File: src/rtl/irq_req_latch_pkg.sv
package irq_req_latch_pkg;

  typedef enum logic {
    TRIG_EDGE  = 1'b0,
    TRIG_LEVEL = 1'b1
  } trig_e;

  // Next pending value of one line from its mode, current state and input.
  function automatic logic capture_next(
    input trig_e mode,
    input logic  cur,
    input logic  lvl,
    input logic  last_lvl,
    input logic  clr
  );
    logic held;
    if (mode == TRIG_LEVEL) begin
      return lvl;
    end
    held = cur & ~clr;
    return held | (lvl & ~last_lvl);
  endfunction

endpackage

File: src/rtl/irq_trig_reg.sv
module irq_trig_reg #(
  parameter int          LINES         = 8,
  parameter logic [LINES-1:0] WRITABLE_MASK = 8'hF8
) (
  input  logic             clk,
  input  logic             rst,
  input  logic             wr_en,
  input  logic [LINES-1:0] wr_data,
  output logic [LINES-1:0] mode_q
);

  always_ff @(posedge clk) begin
    if (rst) begin
      mode_q <= '0;
    end else if (wr_en) begin
      mode_q <= wr_data & WRITABLE_MASK;
    end
  end

endmodule

File: src/rtl/irq_ack_decode.sv
module irq_ack_decode #(
  parameter int LINES = 8,
  localparam int IDXW = (LINES > 1) ? $clog2(LINES) : 1
) (
  input  logic             ack_valid,
  input  logic [IDXW-1:0]  ack_line,
  output logic [LINES-1:0] ack_hot
);

  for (genvar g = 0; g < LINES; g++) begin : g_dec
    assign ack_hot[g] = ack_valid && (ack_line == IDXW'(g));
  end

endmodule

File: src/rtl/irq_line_cell.sv
module irq_line_cell
  import irq_req_latch_pkg::*;
(
  input  logic clk,
  input  logic rst,
  input  logic mode_level,
  input  logic req,
  input  logic clr,
  output logic pend_q
);

  logic  last_q;
  trig_e mode;

  assign mode = mode_level ? TRIG_LEVEL : TRIG_EDGE;

  always_ff @(posedge clk) begin
    if (rst) begin
      pend_q <= 1'b0;
      last_q <= 1'b0;
    end else begin
      pend_q <= capture_next(mode, pend_q, req, last_q, clr);
      last_q <= req;
    end
  end

endmodule

File: src/rtl/irq_req_latch.sv
module irq_req_latch #(
  parameter int               LINES         = 8,
  parameter logic [LINES-1:0] WRITABLE_MASK = 8'hF8,
  localparam int              IDXW          = (LINES > 1) ? $clog2(LINES) : 1
) (
  input  logic             clk,
  input  logic             rst,
  input  logic [LINES-1:0] req_in,
  input  logic             mode_wr_en,
  input  logic [LINES-1:0] mode_wr_data,
  input  logic             ack_valid,
  input  logic [IDXW-1:0]  ack_line,
  output logic [LINES-1:0] pending,
  output logic [LINES-1:0] mode_rd
);

  logic [LINES-1:0] mode_q;
  logic [LINES-1:0] ack_hot;

  irq_trig_reg #(
    .LINES         (LINES),
    .WRITABLE_MASK (WRITABLE_MASK)
  ) u_trig (
    .clk     (clk),
    .rst     (rst),
    .wr_en   (mode_wr_en),
    .wr_data (mode_wr_data),
    .mode_q  (mode_q)
  );

  irq_ack_decode #(
    .LINES (LINES)
  ) u_ack (
    .ack_valid (ack_valid),
    .ack_line  (ack_line),
    .ack_hot   (ack_hot)
  );

  for (genvar g = 0; g < LINES; g++) begin : g_line
    irq_line_cell u_cell (
      .clk        (clk),
      .rst        (rst),
      .mode_level (mode_q[g]),
      .req        (req_in[g]),
      .clr        (ack_hot[g]),
      .pend_q     (pending[g])
    );
  end

  assign mode_rd = mode_q;

endmodule

File: config.mk
export PLATFORM = sky130hd
export DESIGN_NAME = irq_req_latch
export DESIGN_NICKNAME = d
export VERILOG_FILES = /design/src/rtl/irq_req_latch_pkg.sv /design/src/rtl/irq_trig_reg.sv /design/src/rtl/irq_ack_decode.sv /design/src/rtl/irq_line_cell.sv /design/src/rtl/irq_req_latch.sv
export SDC_FILE = /design/constraint.sdc
export NUM_CORES = 1
export LEC_CHECK = 0
export BUFFER_PORTS_ARGS = -buffer_cell sky130_fd_sc_hd__buf_2
export CAP_MARGIN = 20
export CELL_PAD_IN_SITES_DETAIL_PLACEMENT = 0
export CELL_PAD_IN_SITES_GLOBAL_PLACEMENT = 2
export CORE_ASPECT_RATIO = 0.8
export CORE_MARGIN = 3
export CORE_UTILIZATION = 28
export DETAILED_ROUTE_END_ITERATION = 8
export PLACE_DENSITY_LB_ADDON = 0.1
export RECOVER_POWER = 100
export SKIP_LAST_GASP = 1
export SYNTH_ARGS = -nofsm -noshare
export SYNTH_HDL_FRONTEND = slang
export SYNTH_SLANG_ARGS = --single-unit
File: constraint.sdc
create_clock -name clk -period 2.1 [get_ports clk]
set_clock_uncertainty 0.15 [all_clocks]
set_input_delay 0.105 -clock clk [delete_from_list [all_inputs] [get_ports clk]]
set_output_delay 0.105 -clock clk [all_outputs]
set_load 0.02 [all_outputs]
After elaboration in Yosys (flattened, before gate mapping):

Cells that the tools add are included.

* bits in registers: 21
* bits in latches: 0
* bits in writable memories: 0
* bits in read-only memories: 0
* output and inout port bits: 16
* logic and storage cells: 102
* memories: 0

* add/sub/neg operators: 0
* multiply operators: 0
* divide/modulo/power cells: 0
* $lt $le $gt $ge: 0
* equality and inequality tests: 7
* shift operators: 0
* mux-type cells: 29
* bitwise gates (word level): 40
* reductions and logical operators: 9

Operator list (number)
* 2-to-1 mux 1 bit: 29
* AND 1 bit: 16
* inverter 1 bit: 16
* equality test 3 bit, second input constant: 4
* logical AND 1 bit: 8
* OR 1 bit: 8
* equality test 3 x 2 -> 1 bit, second input constant: 2
* equality test 3 x 1 -> 1 bit, second input constant: 1
* zero test 3 bit: 1

Longest topological paths before layout:

Gate-level depths: netlist (run 1).

* depth after elaboration: 6
* mapped depth: 3
* mapped depth without buffers: 2

By module:

From an unflattened synthesis (run 1), not the netlist that was laid out.

* cells, all modules: 76
* area, all modules: 903.4 sq um

Modules (own cells, without submodules)
* irq_line_cell: times used 8, cells an instance 6, area each 75.1 sq um, seq. area each 40.0 sq um
* irq_trig_reg: times used 1, cells an instance 20, area each 206.4 sq um, seq. area each 100.1 sq um
* irq_ack_decode: times used 1, cells an instance 8, area each 96.3 sq um, seq. area each 0.0 sq um

Worst setup path after synthesis (run 1):

No wires, ideal clock.

* path kind: input port to flip-flop
* start point: in ack_line[0]
* end point: reg g_line[0].u_cell.pend_q
* setup time: 116 ps
* data arrival time: 819 ps
* required time: 1834 ps
* path slack: 1015 ps
* stages: 2
* buffers on the path: 0
* cells stage by stage: or4b_1 a31o_1

* word-level cells in the longest chain between the ends: 6

RTL lines
* start: declaration: line irq_req_latch.sv:12 `input logic [IDXW-1:0] ack_line,`
* zero test 3 bit: line irq_ack_decode.sv:11 `assign ack_hot[g] = ack_valid && (ack_line == IDXW'(g));`
* logical AND 1 bit: line irq_ack_decode.sv:11
* inverter 1 bit: line irq_req_latch_pkg.sv:20 `held = cur & ~clr;`
* AND 1 bit: line irq_req_latch_pkg.sv:20
* OR 1 bit: line irq_req_latch_pkg.sv:21 `return held | (lvl & ~last_lvl);`
* 2-to-1 mux 1 bit: line irq_req_latch_pkg.sv:20
* end signal: assignment: line irq_line_cell.sv:22 `pend_q <= capture_next(mode, pend_q, req, last_q, clr);`
* end: declaration: line irq_line_cell.sv:9 `output logic pend_q`

Every way passes these cells. The select of a mux whose other input is x is not followed.
A chain may end at the register's enable or synchronous reset.

Worst setup path in the final report (run 1):

* start point: reg u_trig.mode_q[3]
* end point: out mode_rd[3]

RTL lines
* start: declaration: line irq_trig_reg.sv:9 `output logic [LINES-1:0] mode_q`
* start signal: assignment: line irq_trig_reg.sv:16 `mode_q <= wr_data & WRITABLE_MASK;`
* end: declaration: line irq_req_latch.sv:14 `output logic [LINES-1:0] mode_rd`

No word-level cell between the ends.

==> results of run 1 <==
[through the flow]
stage	std cells	util	area (µm²)
after floorplan	91	-	906
after global placement	142	0.337	982
after detailed placement	142	0.337	982
after CTS	159	0.398	1160
after global routing	159	0.392	1140
final	159	0.392	1140
[registers in the layout, summed over array words and instances, names as in the netlist]
signal                count
g_line.u_cell.pend_q      8
g_line.u_cell.last_q      8
u_trig.mode_q             5
[repair_timing]
action | CTS | global route
endpoints found under the hold margin | 13 | 0
hold buffers | 13 | 0
buffers inserted | 0 | 0
[layer usage]
| metal | GRT usage | share of wire |
|---|---|---|
| met3 | 0.0537 | 0.074 |
| met2 | 0.163 | 0.47 |
| met4 | 0.0251 | 0.0067 |
| met1 | 0.122 | 0.45 |
| met5 | 0 | 0 |
[power by group]
part / internal, mW / switching (mW)
clock: 0.132 / 0.120
combinational: 0.0650 / 0.0742
sequential: 0.427 / 0.0145
total: 0.624 / 0.208
[final cells by class]
type / count / area (µm²)
tap: 38 / 47.5
inverter: 3 / 11.3
clock inverter: 1 / 5.00
multi-input combinational: 48 / 343
clock buffer: 3 / 41.3
sequential: 21 / 420
fill: 316 / 1770
timing repair buffer: 45 / 273
[kinds of logic (layout without fill, tap and decap cells)]
group | Yosys count | count (layout) | synth area share
other cells | 1 | 3 | 0.00417
flops | 21 | 21 | 0.468
buf+inv | 22 | 52 | 0.159
mux | 5 | 5 | 0.0557
simple gates | 32 | 32 | 0.226
compound gates | 8 | 8 | 0.0877
[cells in the final DEF, fill, tap and decap left out]
cell type	instances
dfxtp_1	21
conb_1	3
or4b_1	1
nand2b_1	5
clkbuf_1	14
buf_2	18
nand4bb_1	3
nand4_1	1
nand4b_1	3
inv_1	3
nor3b_1	1
clkbuf_8	3
a31o_1	1
clkinv_2	1
mux2i_1	5
dlygate4sd3_1	13
nor2_1	10
nor2b_1	8
a32o_1	7
[worst paths after layout]
path	start	end	cells past startpoint	slack (ns)
max	u_trig.mode_q[3]	mode_rd[3]	1	0.98
min	mode_wr_en	u_trig.mode_q[7]	3	0.07
max reg2reg	u_trig.mode_q[4]	g_line[4].u_cell.pend_q	2	1.17
min reg2reg	g_line[1].u_cell.last_q	g_line[1].u_cell.pend_q	2	0.33
==> results.py, run 1 <==
metrics = {
    "power_and_ir_drop": {
        "total_power_mw": 0.833,
        "p_per_area_mw_per_mm2": 730,
        "leakage_nw": 0.471,
        "vdd_drop_max_mv": 0.380,
    },
    "synthesis": {
        "yosysWarnings": 0,
        "syn_inst": 89,
        "yosysMostFrequentCell": "dfxtp_1",
        "synthFlopType": "dfxtp_1",
        "postSynthAreaPerCell_um2": 10.1,
        "synth-async-reset-ratio": 0,
        "netlist_top_cells_area": "dfxtp_1 47%, buf_4 13%, a32o_1 7.8%, mux2i_1 5.6%, nor2b_1 5.6%",
        "netlist.top_cell.by_area": "dfxtp_1",
        "synth_commonest_cells": "21 x dfxtp_1, 16 x buf_4, 10 x nor2_1, 8 x nor2b_1, 7 x a32o_1",
        "synth_edf_count": 0,
        "synth_cell_types": 16,
        "ys_seq_area_frac": 0.468,
        "ys_ff_latch": 21,
        "yosys.area.top_type_share": 0.468,
        "syn_area_um2": 898,
    },
    "clock_network": {
        "cts_buffers": 3,
        "cts_root_buffer": "clkbuf_8",
        "cts_buffer_depth": 2,
        "cts_sinks": 21,
        "cts_tree": "yes",
        "insertion_delay_ns": 0.25,
        "path_clk_slew_ns": 0.07,
        "cts_resized": 0,
        "htree_levels": 1,
    },
    "die": {
        "dieArea_mm2": 0.00393,
        "dieWidth_um": 69.3,
        "core_area_mm2": 0.00291,
        "die_h_um": 56.7,
        "io_pins": 39,
        "num_rows": 17,
        "initial_core_util": 0.308,
    },
    "detailed_routing": {
        "dr.pass1.iters": 4,
        "drtIter0Drc": 28,
        "vias": 679,
        "drc": 0,
        "ant_nets": 0,
        "drt-total-wl_um": 1800,
        "avgRoutedWirePerCell_um": 11.3,
        "vias_per_cell": 4.27,
    },
    "placed_design": {
        "port_buffers": 32,
        "gp_congestion": 0.607,
        "hpwl_um": 1290,
        "pre_cts_ws_ns": 0.795,
    },
    "sta": {
        "rsz0062_at_grt": "no",
        "slew_violations": 0,
        "whs_ns": 0.0716,
        "period_needed_ns": 1.12,
        "finalCritPeriodShare": 0.535,
        "layout_setup_ws_ns": 0.977,
        "fmax_mhz": 891,
        "hold_viol_final": 0,
        "setup_viol": 0,
        "setup_tns_ns": 0,
    },
    "critical_path": {
        "worstPathArrival_ns": 0.87,
        "slowest_delay_ns": 0.37,
        "cp_max_fo": 4,
        "cp_top_family": "flip-flops",
        "critPathSlowestCell": "dfxtp_1",
        "critPathKind": "reg -> out",
        "cp.buffers_inverters": 1,
        "crit_chain": "clkbuf_1",
        "required_ns": 1.85,
        "startpoint_type": "flip-flop",
        "cp-end-kind": "output port",
    },
    "job": {
        "maxCapViolations": 0,
    },
    "cells_and_area": {
        "drive_gt1_frac": 0.182,
        "layout.nets": 145,
        "diodes": 0,
        "syn_to_final_growth_pct": 27.0,
    },
    "global_routing": {
        "antenna_found_initial": 0,
        "gr-usage-all-layers": 0.102,
        "overflow": 0,
        "grt_pass1_vias": 685,
        "grt_first_pass_wirelength_um": 3160,
        "grt_start_max_net_pins": 21,
    },
    "outcome": {
        "status": "finished, final reports clean",
    },
    "worst_hold_path": {
        "min_path_type": "in -> reg",
    },
}
(Power assumes the default switching activity.)
==> run 2: changes to the inputs <==
- CORE_UTILIZATION: 28 -> 26
- clock period: 2.1 -> 1.1 ns (I/O delays scaled with it)
==> run 2 against run 1 <==
Compared with the run above: the run now ends with hold timing left; utilization down 1.4 points; sequential cell count is the same; die area increased by 6.9%; cell area grew 5.9%; clock power grew 100%; worst setup slack got worse by 0.95 ns; critical path depth increased by 3; combinational power rose by 110%; critical path type is now in -> reg.
==> results.py, run 2 (synthesized netlist as in run 1, its figures left out) <==
metrics = {
    "sta": {
        "whs_ns": -0.00616,
        "period_needed_ns": 1.07,
        "slew_violations": 0,
        "hold_viol_final": 1,
        "finalCritPeriodShare": 0.972,
        "setup_viol": 0,
        "fmax_mhz": 935,
        "rsz0062_at_grt": "no",
    },
    "clock_network": {
        "cts_tree": "yes",
        "cts_setup_buffers": 0,
        "cts_buffer_depth": 2,
        "cts_resized": 0,
        "insertion_delay_ns": 0.25,
        "hold_buffers": 13,
        "cts_root_buffer": "clkbuf_8",
        "htree_levels": 1,
        "cts_sinks": 21,
        "path_clk_slew_ns": 0.08,
        "cts_buffers": 3,
    },
    "power_and_ir_drop": {
        "power_switching_mw": 0.427,
        "vdd_drop_max_mv": 0.580,
        "pwr-share-comb": 0.181,
        "p_int_mw": 1.22,
        "total_power_mw": 1.64,
        "seqPwrFrac": 0.513,
        "sw_frac_of_total": 0.260,
        "leakage_nw": 0.544,
        "clock_power_share": 0.306,
        "p_per_area_mw_per_mm2": 1360,
    },
    "detailed_routing": {
        "drt-met1-wl_um": 974,
        "wl_met3_um": 129,
        "route.met2.wl_um": 854,
        "dr.pass1.iters": 4,
        "vias_per_cell": 4.16,
        "drtIter0Drc": 14,
        "top_layer": "met4",
        "vias": 694,
        "avgRoutedWirePerCell_um": 11.8,
        "drt-total-wl_um": 1970,
        "drc": 0,
        "ant_nets": 0,
    },
    "cells_and_area": {
        "syn_to_final_growth_pct": 34.5,
        "drive_gt1_frac": 0.323,
        "layout.nets": 151,
        "final_cell_mix": "21 x dfxtp_1, 19 x buf_2, 14 x dlygate4sd3_1",
        "utilization": 0.378,
        "final_cell_area_mm2": 0.00121,
        "mostFrequentLayoutCell": "dfxtp_1",
        "fill_cells": 341,
        "largestRegisters": "g_line.u_cell.last_q (8), g_line.u_cell.pend_q (8), u_trig.mode_q (5)",
        "fin_cells": 167,
        "diodes": 0,
    },
    "critical_path": {
        "cp_max_fo": 19,
        "rr_worst_depth": 2,
        "crit_chain": "buf_2 > buf_4 > dlygate4sd3_1 > nor2_1",
        "slowest_delay_ns": 0.65,
        "worstPathArrival_ns": 1.07,
        "startpoint_type": "primary input",
        "r2r_slack_ns": 0.17,
        "cp-end-kind": "flip-flop",
        "critPathSlowestCell": "dlygate4sd3_1",
        "critPathKind": "in -> reg",
        "required_ns": 1.11,
    },
    "placed_design": {
        "gp_congestion": 0.648,
        "port_buffers": 32,
        "placed_cells": 149,
        "placedInstanceArea_mm2": 0.00103,
        "hpwl_um": 1380,
    },
    "die": {
        "num_rows": 18,
        "core_area_mm2": 0.00320,
        "die_h_um": 58.6,
        "dieArea_mm2": 0.00420,
        "initial_core_util": 0.281,
        "dieWidth_um": 71.7,
        "io_pins": 39,
    },
    "worst_hold_path": {
        "min_path_type": "in -> reg",
        "worstHoldPathCells": 3,
    },
    "global_routing": {
        "gr-usage-all-layers": 0.0977,
        "grt_start_max_net_pins": 21,
        "antenna_found_initial": 0,
        "overflow": 0,
        "grt_first_pass_wirelength_um": 3090,
        "grt_pass1_vias": 656,
    },
    "job": {
        "maxCapViolations": 0,
    },
    "outcome": {
        "status": "finished with violations",
        "violations": "hold timing",
    },
}
## run 2: cell type report
cell class / instances / area (µm²) / share of cell area
multi-input cells: 48 / 343 / 0.284
clock inverters: 1 / 5.00 / 0.00414
flip-flops and latches: 21 / 420 / 0.348
inverters: 3 / 11.3 / 0.00932
repair buffers: 51 / 338 / 0.280
clock buffers: 3 / 41.3 / 0.0342
well taps: 40 / 50.0 / 0.0414
## run 2: layer usage
layer  GRT usage  vias up
met1       0.136      307
met4      0.0161        0
met3      0.0427        2
met2       0.143       21
met5           0        -
li1            -      364
## run 2: power groups by stage
stage	registers, mW	logic (mW)	clock network [mW]
floorplan	0.854	0.214	0
finish	0.843	0.297	0.503
global placement	0.860	0.265	0
detailed placement	0.861	0.267	0
global route	0.852	0.325	0.574
CTS	0.843	0.303	0.530
## run 2: stage by stage
stage,setup WS [ns],setup TNS (ns)
3_5_place_dp,-0.0547,-0.0547
4_1_cts,0.0742,0
3_3_place_gp,-0.0492,-0.0492
5_1_grt,0.0194,0
6_report,0.0306,0
2_1_floorplan,0.0655,0
## run 2: final timing paths
| path | startpoint | to |
|---|---|---|
| setup / recovery | rst | u_trig.mode_q[4] |
| hold / removal | ack_line[0] | g_line[0].u_cell.pend_q |
| setup reg to reg | u_trig.mode_q[3] | g_line[3].u_cell.pend_q |
| hold reg to reg | g_line[2].u_cell.last_q | g_line[2].u_cell.pend_q |
## run 2: worst max-delay path, delay by kind of cell
family / cells / cell delay (ns)
buf+inv: 3 / 0.94
simple gates: 1 / 0.06
==> run 3: changes to the inputs <==
- CORE_UTILIZATION: 26 -> 24
- clock period: 1.1 -> 0.9 ns (I/O delays scaled with it)
==> run 3 against run 2 <==
Compared with the run above: critical endpoint is now g_line[3].u_cell.pend_q; the flow finishes with violations (hold timing, setup timing); clock power up 19%; largest cell class unchanged; global-route usage is 0.070 points lower; non-clock buffer count shrank 1; combinational power up 52%; count of clock-buffer cells in the layout increased by 1.
==> results.py, run 3 (synthesized netlist as in run 1, its figures left out) <==
metrics = {
    "outcome": {
        "status": "finished with violations",
        "violations": "hold timing, setup timing",
    },
    "critical_path": {
        "crit_chain": "buf_6 > nand2b_4 > a32o_1",
        "cp-end-kind": "flip-flop",
        "worstPathArrival_ns": 1.02,
        "r2r_start": "u_trig.mode_q[3]",
        "cp_max_fo": 2,
        "critPathKind": "reg -> reg",
        "rr_worst_depth": 3,
        "worstReg2RegEnd": "g_line[3].u_cell.pend_q",
        "required_ns": 0.90,
        "cp.buffers_inverters": 1,
        "r2r_slack_ns": -0.12,
        "startpoint_type": "flip-flop",
        "cp_top_family": "flip-flops",
        "slowest_delay_ns": 0.33,
        "critPathSlowestCell": "dfxtp_2",
    },
    "global_routing": {
        "overflow": 0,
        "grt_pass1_vias": 722,
        "antenna_found_initial": 0,
        "grt_start_max_net_pins": 15,
        "grt_first_pass_wirelength_um": 3290,
        "gr-usage-all-layers": 0.0970,
    },
    "detailed_routing": {
        "drc": 0,
        "drtIter0Drc": 29,
        "vias": 727,
        "drt-total-wl_um": 2000,
        "ant_nets": 0,
        "dr.pass1.iters": 4,
        "avgRoutedWirePerCell_um": 11.9,
        "vias_per_cell": 4.33,
    },
    "die": {
        "initial_core_util": 0.255,
        "num_rows": 19,
        "die_h_um": 60.7,
        "dieArea_mm2": 0.00452,
        "core_area_mm2": 0.00352,
        "dieWidth_um": 74.4,
        "io_pins": 39,
    },
    "worst_hold_path": {
        "holdCritStartpoint": "req_in[2]",
        "worstHoldPathCells": 2,
        "min_path_type": "in -> reg",
        "whs_endpoint": "g_line[2].u_cell.last_q",
    },
    "clock_network": {
        "cts_tree": "yes",
        "cts_sinks": 21,
        "cts_buffers": 3,
        "cts_root_buffer": "clkbuf_8",
        "insertion_delay_ns": 0.25,
        "path_clk_slew_ns": 0.07,
        "htree_levels": 1,
        "cts_buffer_depth": 2,
        "hold_buffers": 6,
    },
    "cells_and_area": {
        "largestRegisters": "g_line.u_cell.last_q (8), g_line.u_cell.pend_q (8), u_trig.mode_q (5)",
        "drive_gt1_frac": 0.500,
        "diodes": 0,
        "layout.nets": 150,
        "multi_input_area_um2": 380,
        "final_cell_mix": "21 x buf_6, 16 x buf_2, 12 x dfxtp_2",
        "syn_to_final_growth_pct": 50.3,
        "seqCellArea_um2": 439,
        "mostFrequentLayoutCell": "buf_6",
        "fill_cells": 370,
    },
    "power_and_ir_drop": {
        "pwr-share-comb": 0.215,
        "clock_power_share": 0.285,
        "p_int_mw": 1.58,
        "p_per_area_mw_per_mm2": 1560,
        "seqPwrFrac": 0.501,
        "power_switching_mw": 0.522,
        "sw_frac_of_total": 0.248,
        "total_power_mw": 2.11,
        "vdd_drop_max_mv": 0.886,
        "leakage_nw": 0.594,
    },
    "sta": {
        "finalCritPeriodShare": 1.13,
        "period_needed_ns": 1.02,
        "setup_tns_ns": -0.921,
        "hold_viol_final": 8,
        "slew_violations": 0,
        "layout_setup_ws_ns": -0.117,
        "rsz0062_at_grt": "yes",
        "fmax_mhz": 984,
        "whs_ns": -0.0928,
        "setup_viol": 14,
    },
    "placed_design": {
        "gp_congestion": 0.683,
        "hpwl_um": 1490,
        "port_buffers": 32,
    },
    "job": {
        "maxCapViolations": 0,
    },
}
-- run 3: area by class of cell --
class | count | share of cell area
Clock buffer | 4 | 0.0334
Timing Repair Buffer | 50 | 0.312
Inverter | 3 | 0.00834
Multi-Input combinational cell | 48 | 0.282
Sequential cell | 21 | 0.325
Tap cell | 42 | 0.0389
-- run 3: worst max-delay path by stage --
stage | start | endpoint | slack (ns) | depth (start not counted)
after floorplan | ack_line[0] | g_line[0].u_cell.pend_q | -0.08 | 2
after global placement | ack_line[0] | g_line[0].u_cell.pend_q | -0.20 | 3
final | u_trig.mode_q[3] | g_line[3].u_cell.pend_q | -0.12 | 3
after global routing | u_trig.mode_q[3] | g_line[3].u_cell.pend_q | -0.15 | 3
after detailed placement | ack_line[0] | g_line[0].u_cell.pend_q | -0.22 | 3
after CTS | u_trig.mode_q[7] | mode_rd[7] | -0.12 | 2
-- run 3: layer usage --
metal,share of wire,wire [µm],GRT usage,up-vias
met2,0.46,929,0.159,24
met1,0.46,915,0.119,336
met5,0,0,0,-
met4,0.0060,12,0.0228,0
li1,-,-,-,365
met3,0.071,142,0.0414,2
-- run 3: through the flow --
stage,std cells,util,cell area [µm²],setup slack (ns)
after floorplan,91,-,906,-0.0842
after global routing,168,0.384,1350,-0.150
after CTS,170,0.385,1360,-0.122
after detailed placement,156,0.305,1070,-0.222
final,168,0.384,1350,-0.117
after global placement,156,0.305,1070,-0.204
-- run 3: worst reg2reg max path: stages (launching register included) --
cell and delay, ns:
dfxtp_2 0.33, buf_6 0.11, nand2b_4 0.12, a32o_1 0.20
-- run 3: repair_timing --
item / in CTS / in global routing
endpoints found under the hold margin: 14 / 12
pin swaps: 2 / 6
resized for setup: 47 / 7
setup endpoints to repair: 18 / 23
setup buffers: 4 / 0
cloned: 0 / 0
-- run 3: power by group through the flow --
stage	clock network (mW)	logic [mW]	registers [mW]
after floorplan	0	0.262	1.04
after global placement	0	0.343	1.05
after detailed placement	0	0.347	1.05
after CTS	0.646	0.460	1.05
after global routing	0.661	0.492	1.06
final	0.600	0.452	1.05
